==> src/rtl/gbb_pkg.sv <==
package gbb_pkg;

    localparam int POS_PEND  = 25;
    localparam int POS_DIR   = 23;
    localparam int POS_GSEL  = 20;
    localparam int POS_RSEL  = 16;
    localparam int BYTE_W    = 8;
    localparam int NUM_GUEST = 2;

    typedef enum logic [1:0] {
        ST_IDLE  = 2'd0,
        ST_SETUP = 2'd1,
        ST_STRB  = 2'd2,
        ST_HOLD  = 2'd3
    } gbb_state_e;

    typedef struct packed {
        logic              guest;
        logic              wr;
        logic              dphase;
        logic [BYTE_W-1:0] val;
    } gbb_cmd_t;

endpackage

==> src/rtl/gbb_decode.sv <==
module gbb_decode
    import gbb_pkg::*;
#(
    parameter int              HADDR_W = 12,
    parameter logic [HADDR_W-1:0] CMD_OFF = 12'h200
) (
    input  logic [HADDR_W-1:0] host_addr,
    input  logic               host_we,
    input  logic [31:0]        host_wdata,
    input  logic               busy,
    output logic               launch,
    output gbb_cmd_t           cmd
);
    logic hit;

    always_comb begin
        hit        = (host_addr == CMD_OFF);
        launch     = hit && host_we && !busy;
        cmd.guest  = host_wdata[POS_GSEL];
        cmd.wr     = host_wdata[POS_DIR];
        cmd.dphase = host_wdata[POS_RSEL];
        cmd.val    = host_wdata[BYTE_W-1:0];
    end
endmodule

==> src/rtl/gbb_seq.sv <==
module gbb_seq
    import gbb_pkg::*;
#(
    parameter int STRB_CLKS = 4
) (
    input  logic     clk,
    input  logic     rst_n,
    input  logic     launch,
    input  gbb_cmd_t cmd_in,
    output logic     busy,
    output logic     cs_act,
    output logic     strb_act,
    output logic     strb_last,
    output gbb_cmd_t cmd_cur
);
    localparam int CW = (STRB_CLKS > 1) ? $clog2(STRB_CLKS) : 1;
    localparam logic [CW-1:0] CNT_LAST = CW'(STRB_CLKS - 1);

    typedef struct packed {
        gbb_state_e    st;
        logic [CW-1:0] cnt;
        gbb_cmd_t      cmd;
    } seq_t;

    seq_t s_d, s_q;

    always_comb begin
        s_d = s_q;
        unique case (s_q.st)
            ST_IDLE: begin
                if (launch) begin
                    s_d.st  = ST_SETUP;
                    s_d.cmd = cmd_in;
                    s_d.cnt = '0;
                end
            end
            ST_SETUP: begin
                s_d.st  = ST_STRB;
                s_d.cnt = '0;
            end
            ST_STRB: begin
                if (s_q.cnt == CNT_LAST) begin
                    s_d.st = ST_HOLD;
                end else begin
                    s_d.cnt = s_q.cnt + 1'b1;
                end
            end
            ST_HOLD: begin
                s_d.st = ST_IDLE;
            end
            default: s_d.st = ST_IDLE;
        endcase
    end

    always_ff @(posedge clk) begin
        if (!rst_n) begin
            s_q <= '{st: ST_IDLE, cnt: '0, cmd: '0};
        end else begin
            s_q <= s_d;
        end
    end

    always_comb begin
        busy      = (s_q.st != ST_IDLE);
        cs_act    = busy;
        strb_act  = (s_q.st == ST_STRB);
        strb_last = strb_act && (s_q.cnt == CNT_LAST);
        cmd_cur   = s_q.cmd;
    end
endmodule

==> src/rtl/gbb_latch.sv <==
module gbb_latch
    import gbb_pkg::*;
#(
    parameter int NUM = NUM_GUEST,
    parameter int W   = BYTE_W
) (
    input  logic                   clk,
    input  logic                   rst_n,
    input  logic                   we,
    input  logic [$clog2(NUM)-1:0] wsel,
    input  logic [W-1:0]           wval,
    input  logic [$clog2(NUM)-1:0] rsel,
    output logic [W-1:0]           rval
);
    logic [W-1:0] lat_q [NUM];

    for (genvar g = 0; g < NUM; g++) begin : g_lat
        logic [W-1:0] lat_d;
        always_comb begin
            lat_d = lat_q[g];
            if (we && (wsel == g)) lat_d = wval;
        end
        always_ff @(posedge clk) begin
            if (!rst_n) lat_q[g] <= '0;
            else        lat_q[g] <= lat_d;
        end
    end

    assign rval = lat_q[rsel];
endmodule

==> src/rtl/guest_bus_bridge.sv <==
module guest_bus_bridge
    import gbb_pkg::*;
#(
    parameter int                 HADDR_W   = 12,
    parameter logic [HADDR_W-1:0] CMD_OFF   = 12'h200,
    parameter int                 STRB_CLKS = 4
) (
    input  logic               clk,
    input  logic               rst_n,
    input  logic [HADDR_W-1:0] host_addr,
    input  logic               host_we,
    input  logic [31:0]        host_wdata,
    output logic [31:0]        host_rdata,
    output logic [1:0]         gb_cs_n,
    output logic               gb_ale,
    output logic               gb_rd_n,
    output logic               gb_wr_n,
    output logic [7:0]         gb_addr,
    output logic [7:0]         gb_dout,
    input  logic [7:0]         gb_din
);
    logic     launch, busy, cs_act, strb_act, strb_last;
    gbb_cmd_t cmd_new, cmd_cur;
    logic [BYTE_W-1:0] lat_val;

    gbb_decode #(.HADDR_W(HADDR_W), .CMD_OFF(CMD_OFF)) u_dec (
        .host_addr (host_addr),
        .host_we   (host_we),
        .host_wdata(host_wdata),
        .busy      (busy),
        .launch    (launch),
        .cmd       (cmd_new)
    );

    gbb_seq #(.STRB_CLKS(STRB_CLKS)) u_seq (
        .clk      (clk),
        .rst_n    (rst_n),
        .launch   (launch),
        .cmd_in   (cmd_new),
        .busy     (busy),
        .cs_act   (cs_act),
        .strb_act (strb_act),
        .strb_last(strb_last),
        .cmd_cur  (cmd_cur)
    );

    gbb_latch #(.NUM(NUM_GUEST), .W(BYTE_W)) u_lat (
        .clk  (clk),
        .rst_n(rst_n),
        .we   (launch && cmd_new.wr && !cmd_new.dphase),
        .wsel (cmd_new.guest),
        .wval (cmd_new.val),
        .rsel (cmd_cur.guest),
        .rval (lat_val)
    );

    // read-data holding register, two-process
    typedef struct packed {
        logic [BYTE_W-1:0] rd;
    } hold_t;

    hold_t h_d, h_q;

    always_comb begin
        h_d = h_q;
        if (strb_last && !cmd_cur.wr) begin
            h_d.rd = cmd_cur.dphase ? gb_din : lat_val;
        end
    end

    always_ff @(posedge clk) begin
        if (!rst_n) h_q <= '0;
        else        h_q <= h_d;
    end

    // guest bus drive
    for (genvar g = 0; g < NUM_GUEST; g++) begin : g_cs
        assign gb_cs_n[g] = !(cs_act && (cmd_cur.guest == g));
    end

    always_comb begin
        gb_ale  = strb_act && cmd_cur.wr && !cmd_cur.dphase;
        gb_wr_n = !(strb_act && cmd_cur.wr && cmd_cur.dphase);
        gb_rd_n = !(strb_act && !cmd_cur.wr && cmd_cur.dphase);
        gb_addr = lat_val;
        gb_dout = (cs_act && cmd_cur.wr) ? cmd_cur.val : '0;
    end

    // host read-back
    always_comb begin
        host_rdata = '0;
        if (host_addr == CMD_OFF) begin
            host_rdata[POS_PEND]     = busy;
            host_rdata[BYTE_W-1:0]   = h_q.rd;
        end
    end
endmodule

==> config.mk <==
export PLATFORM = sky130hd
export DESIGN_NAME = guest_bus_bridge
export DESIGN_NICKNAME = d
export VERILOG_FILES = /design/src/rtl/gbb_pkg.sv /design/src/rtl/gbb_decode.sv /design/src/rtl/gbb_seq.sv /design/src/rtl/gbb_latch.sv /design/src/rtl/guest_bus_bridge.sv
export SDC_FILE = /design/constraint.sdc
export NUM_CORES = 1
export LEC_CHECK = 0
export ABC_AREA = 1
export CAP_MARGIN = 30
export CORE_MARGIN = 3
export CORE_UTILIZATION = 41
export CTS_BUF_LIST = sky130_fd_sc_hd__clkbuf_16
export DETAILED_ROUTE_END_ITERATION = 16
export PLACE_DENSITY = 0.81
export REMOVE_ABC_BUFFERS = 1
export SYNTH_ARGS = -nofsm -noshare
export SYNTH_HDL_FRONTEND = slang
export SYNTH_SLANG_ARGS = --single-unit
==> constraint.sdc <==
create_clock -name clk -period 2.07 [get_ports clk]
set_input_delay 0.414 -clock clk [delete_from_list [all_inputs] [get_ports clk]]
set_output_delay 0.414 -clock clk [all_outputs]
set_load 0.01 [all_outputs]
Yosys cells after proc, flatten, opt, wreduce, memory -nomap -nowiden
Memories as Yosys holds them, arrays and structs flattened. A register that Yosys moved wholly into a read port is not among the register bits.
Index checks and enable logic that the tools add are counted.
Storage, ports and cells
  input bits: 55
  output and inout port bits: 53
  register bits after elaboration: 23
  memories kept: 1
  logic and storage cells: 72
  bits in writable memories: 16
Memory list
  u_lat.lat_q: words 2, bits a word 8, rd ports 1, clocked after memory_dff 1, write ports 2, line gbb_latch.sv:15  | logic [W-1:0] lat_q [NUM];
Cells by class
  reduce and logical (&&, ||, !) cells: 32
  equality and inequality tests: 10
  bitwise gates (word level): 4
  multiplexer cells: 17
  add/subtract/negate cells: 1
Operators by type and width (number)
  2-to-1 mux 8 bit: 7
  logical AND 1 bit: 16
  2-to-1 mux 15 bit: 1
  == test 12 x 10 -> 1 bit (second input constant): 1
  zero test 1 bit: 8
  one-hot mux 2 bit (4 select lines): 1
  AND reduction 2 bit: 4
  == test 2 bit (second input constant): 3
  one-hot mux 2 bit (3 select lines): 1
  2-to-1 mux 1 bit: 5
  2-to-1 mux 2 bit: 2
  != test 2 bit (second input constant): 2
  AND reduction 3 bit: 1
  nonzero test 3 bit: 1
  adder 2 x 1 -> 2 bit (second input constant): 1
  == test 2 x 1 -> 1 bit (second input constant): 1
  zero test 2 bit: 1
  != test 1 bit (second input constant): 2
  != test 2 x 1 -> 1 bit (second input constant): 1
  NOT 1 bit: 2
  OR 1 bit: 2
  nonzero test 2 bit: 1

Depth between registers and ports, before layout
  word-level depth: 9
  gate-level depth with buffers: 9
  depth with buffers taken out: 9

Hierarchy
From an unflattened synthesis, not the netlist that was laid out.
Second synthesis, totals
  cell total of the unflattened synthesis: 352
  area, all modules: 2468.6 um^2
Modules (own cells, without submodules)
  guest_bus_bridge: area each 822.0 um^2, instances 1, sequential area each 160.2 um^2, cells each 147
  gbb_seq: area each 783.3 um^2, instances 1, sequential area each 300.3 um^2, cells each 105
  gbb_latch: area each 709.4 um^2, instances 1, sequential area each 480.5 um^2, cells each 71
  gbb_decode: area each 153.9 um^2, instances 1, sequential area each 0.0 um^2, cells each 29

Least setup slack after synthesis
No wires, ideal clock.
  kind: input to register
  start: input port host_addr[8]
  end: memory u_lat.lat_q[0][0] (netlist bit), enable pin
  arrival: 1.280 ns
  buffers on the path: 0
  required time: 1.741 ns
  setup time: 0.329 ns
  slack: 0.461 ns
  cell stages on the path: 7
  cells stage by stage: inv_1 -> nand2_1 -> nor2_2 -> nand4_4 -> nor2_8 -> nand3_1 -> nand2_1
RTL lines
  start: declaration: line guest_bus_bridge.sv:10  | input logic [HADDR_W-1:0] host_addr,
  end: declaration: line gbb_latch.sv:15

Worst setup path in the final report
  start: input port host_addr[5]
  end: output port host_rdata[25]
Between the ends
  word-level cells in the longest chain between the ends: 2
Ends and longest elaborated chain
  == test 12 x 10 -> 1 bit: line guest_bus_bridge.sv:92  | if (host_addr == CMD_OFF) begin
  2-to-1 mux 1 bit: line guest_bus_bridge.sv:92
  end: declaration: line guest_bus_bridge.sv:13  | output logic [31:0] host_rdata,
Every way passes these cells.

==> results.json <==
{
  "setup_viol": 0,
  "outcome": "complete, no violations",
  "powerDensity_nw_per_um2": 634,
  "seq_area_frac_synth_pct": 43.5,
  "dp_worst_setup_slack_ns": -0.486,
  "hold_depth": 2,
  "timing.rr.end": "h_q[4]",
  "period_share_pct": 97.1,
  "power_frac_seq_pct": 41.2,
  "num_io_pins": 108,
  "initialDrtViolationCount": 69,
  "ir_drop_mv": 0.363,
  "p_clk_share_pct": 43.5,
  "hp-class": "flop to flop",
  "drt-vias-per-instance": 4.61,
  "drc": 0,
  "place_hpwl_um": 3910,
  "grt_max_degree": 17,
  "grt_antenna_before_repair": 0,
  "drive_above_1_share_pct": 21.9,
  "antenna_cells": 0,
  "r2r-start": "u_seq.s_q[13]",
  "syn_inst": 274,
  "fmax_mhz": 497,
  "comb_power_share_pct": 15.3,
  "cts_hold_buf": 0,
  "worstPathArrival_ns": 1.60,
  "critical_path_class": "input port to primary output",
  "htreeDepth": 2,
  "fp.coreArea_um2": 5170,
  "grt_usage_pct": 18.4,
  "die-area_um2": 6310,
  "die_w_um": 79.4,
  "grt_pass1_vias": 1928,
  "ant_nets": 0,
  "grt-ovfl-total": 0,
  "drv_cap": 0,
  "synth_warnings": 0,
  "ys_types": 25,
  "finalNonFillerCells": 436,
  "max-slew-margin-rel_pct": 66.3,
  "critPathTopFamily": "buffers and inverters",
  "hold_viol": 0,
  "p_sw_share_pct": 24.1,
  "hold_end": "u_seq.cmd_cur[3]",
  "firstDrtPassIters": 4,
  "cts_inserted_buffers": 5,
  "critPathMostFrequentCell": "nor2_2",
  "cts_sinks": 40,
  "cp.required_ns": 1.66,
  "portBuffers": 63,
  "fin_nets": 425,
  "syn_avg_cell_area_um2": 8.07,
  "cp-start-kind": "input port",
  "cts_buffer_depth": 2,
  "mostFrequentLayoutCells": "nand2_1 (48), inv_1 (39), nor2_1 (37)",
  "p_int_mw": 1.55,
  "clk_latency_ns": 0.29,
  "cts_root_buf": "clkbuf_16",
  "slew_violations": 0,
  "die_y_um": 79.4,
  "slowest_delay_ns": 0.41,
  "synth_seq_cells": 40,
  "fin_crit_ns": 2.01,
  "wirelength_um": 5650,
  "syn_to_final_growth_pct": 46.0,
  "start_util_pct": 42.7,
  "p_sw_mw": 0.494,
  "reg2regPathDepth": 7,
  "fin_tns_setup_ns": 0,
  "setup_slack_ns": 0.0595,
  "fin_skew_ns": 0.00428,
  "wire_per_inst_um": 13.0,
  "grt_pass1_wl_um": 8910,
  "dp_cells": 419,
  "min_from": "u_seq.cmd_cur[3]",
  "r2r_slack_ns": 0.35,
  "gp_congestion": 0.779,
  "worstPathBufferInverterCount": 4,
  "cts_tree": "built",
  "cellLeakagePower_nw": 1.41,
  "worstPathCellList": "clkdlybuf4s50_1 > nor2_2 > nand2_2 > inv_1 > nand2_4 > buf_6 > nor2_2 > buf_2",
  "cp_slowest_cell": "clkdlybuf4s50_1",
  "synth_area_um2": 2210,
  "worst_slew_pin_slew_ns": 0.505,
  "clk_pin_slew_ns": 0.06,
  "num_vias": 2010,
  "endpoint_kind": "primary output",
  "fp-row-count": 26,
  "path_max_fanout": 4,
  "final_common_cell": "nand2_1"
}
[routing by layer]
metal / share of wire (%) / track usage, % / wire (um) / up-vias
met5: 0 / 0 / 0 / -
met2: 49 / 31.6 / 2780 / 82
met3: 6.9 / 4.40 / 389 / 15
met4: 2.9 / 9.45 / 161 / 0
met1: 41 / 21.2 / 2320 / 905
li1: - / - / - / 1008
[layout make-up]
type | count | area, um2
fill | 442 | 1940
multi-input combinational | 189 | 1040
clock inverter | 3 | 47.5
clock buffer | 5 | 125
inverter | 39 | 146
timing repair buffer | 90 | 813
sequential | 40 | 966
tap | 70 | 87.6
[power groups by stage]
stage	clock network [mW]	registers (mW)	logic, mW
floorplan	0	0.856	0.139
global placement	0	0.858	0.299
detailed placement	0	0.859	0.305
CTS	0.909	0.844	0.308
global route	0.942	0.844	0.339
finish	0.891	0.843	0.313
[state kept, by name, indices dropped and copies added (netlist names), named ones only]
| signal | cells |
|---|---|
| u_lat.lat_q | 16 |
| u_seq.cmd_cur | 11 |
| h_q | 8 |
| u_seq.s_q | 4 |
[logic make-up (layout without fill, tap and decap cells)]
logic type	count (synthesis)	count (layout)	share of synthesized area, %
buffers and inverters	68	137	15.6
AND/OR/NAND/NOR	120	121	26.1
other	1	23	0.170
flip-flops	40	40	43.5
adder cells (fa/ha/maj)	5	5	2.83
AO/OA/AOI/OAI	32	32	7.70
multiplexers	8	8	4.07
[worst max path at each step]
| stage | startpoint | to | slack (ns) | cells after the start |
|---|---|---|---|---|
| detailed placement | host_addr[3] | host_rdata[7] | -0.49 | 7 |
| global route | host_addr[0] | host_rdata[4] | -0.007 | 9 |
| CTS | host_addr[9] | host_rdata[5] | 0.0002 | 7 |
| finish | host_addr[5] | host_rdata[25] | 0.06 | 8 |
| floorplan | u_seq.s_q[13] | u_lat.lat_q[0][0] | 0.37 | 6 |
| global placement | host_addr[3] | host_rdata[2] | -0.44 | 7 |
[Yosys cell counts]
cell      count  area, um2
and3_1        1       6.26
nand3_2       1       10.0
nand3_1       8       40.0
dfxtp_1      24        480
nand2_1      53        199
ha_1          5       62.6
inv_1        39        146
buf_2         3       15.0
buf_4        23        173
or2_2         2       12.5
nor3_1        2       10.0
nand4_4       3       63.8
a21oi_1      16       80.1
edfxtp_1     16        480
clkbuf_1      3       11.3
nor2_4        2       22.5
nor2_2        4       25.0
nor2_8        1       20.0
mux2_2        8       90.1
nor2_1       40        150
nand4_1       1       6.26
conb_1        1       3.75
nand2_2       2       12.5
o21ai_0       8       40.0
a31oi_1       8       50.1
[per-stage QoR]
step	hold WS [ns]	instance area, um2	power [mW]	util (%)
global placement	0.451	2980	1.16	57.6
finish	0.468	3230	2.05	62.4
global route	0.493	3230	2.12	62.4
CTS	0.469	3200	2.06	61.9
detailed placement	0.460	2980	1.16	57.6
floorplan	0.443	2090	0.995	-
[what timing repair did]
action,CTS,global route
pin swaps,7,3
setup endpoints to repair,30,11
gates cloned,1,0
buffers inserted,6,2
resized for setup,51,23
[worst reg2reg max path, delay by kind of cell (launching register included)]
| family | cells | cell delay [ns] |
|---|---|---|
| fa+ha+maj | 1 | 0.24 |
| compound gates | 2 | 0.36 |
| simple gates | 2 | 0.49 |
| flops | 1 | 0.33 |
| buf+inv | 2 | 0.21 |
No activity file was read; power rests on OpenSTA's default activity.
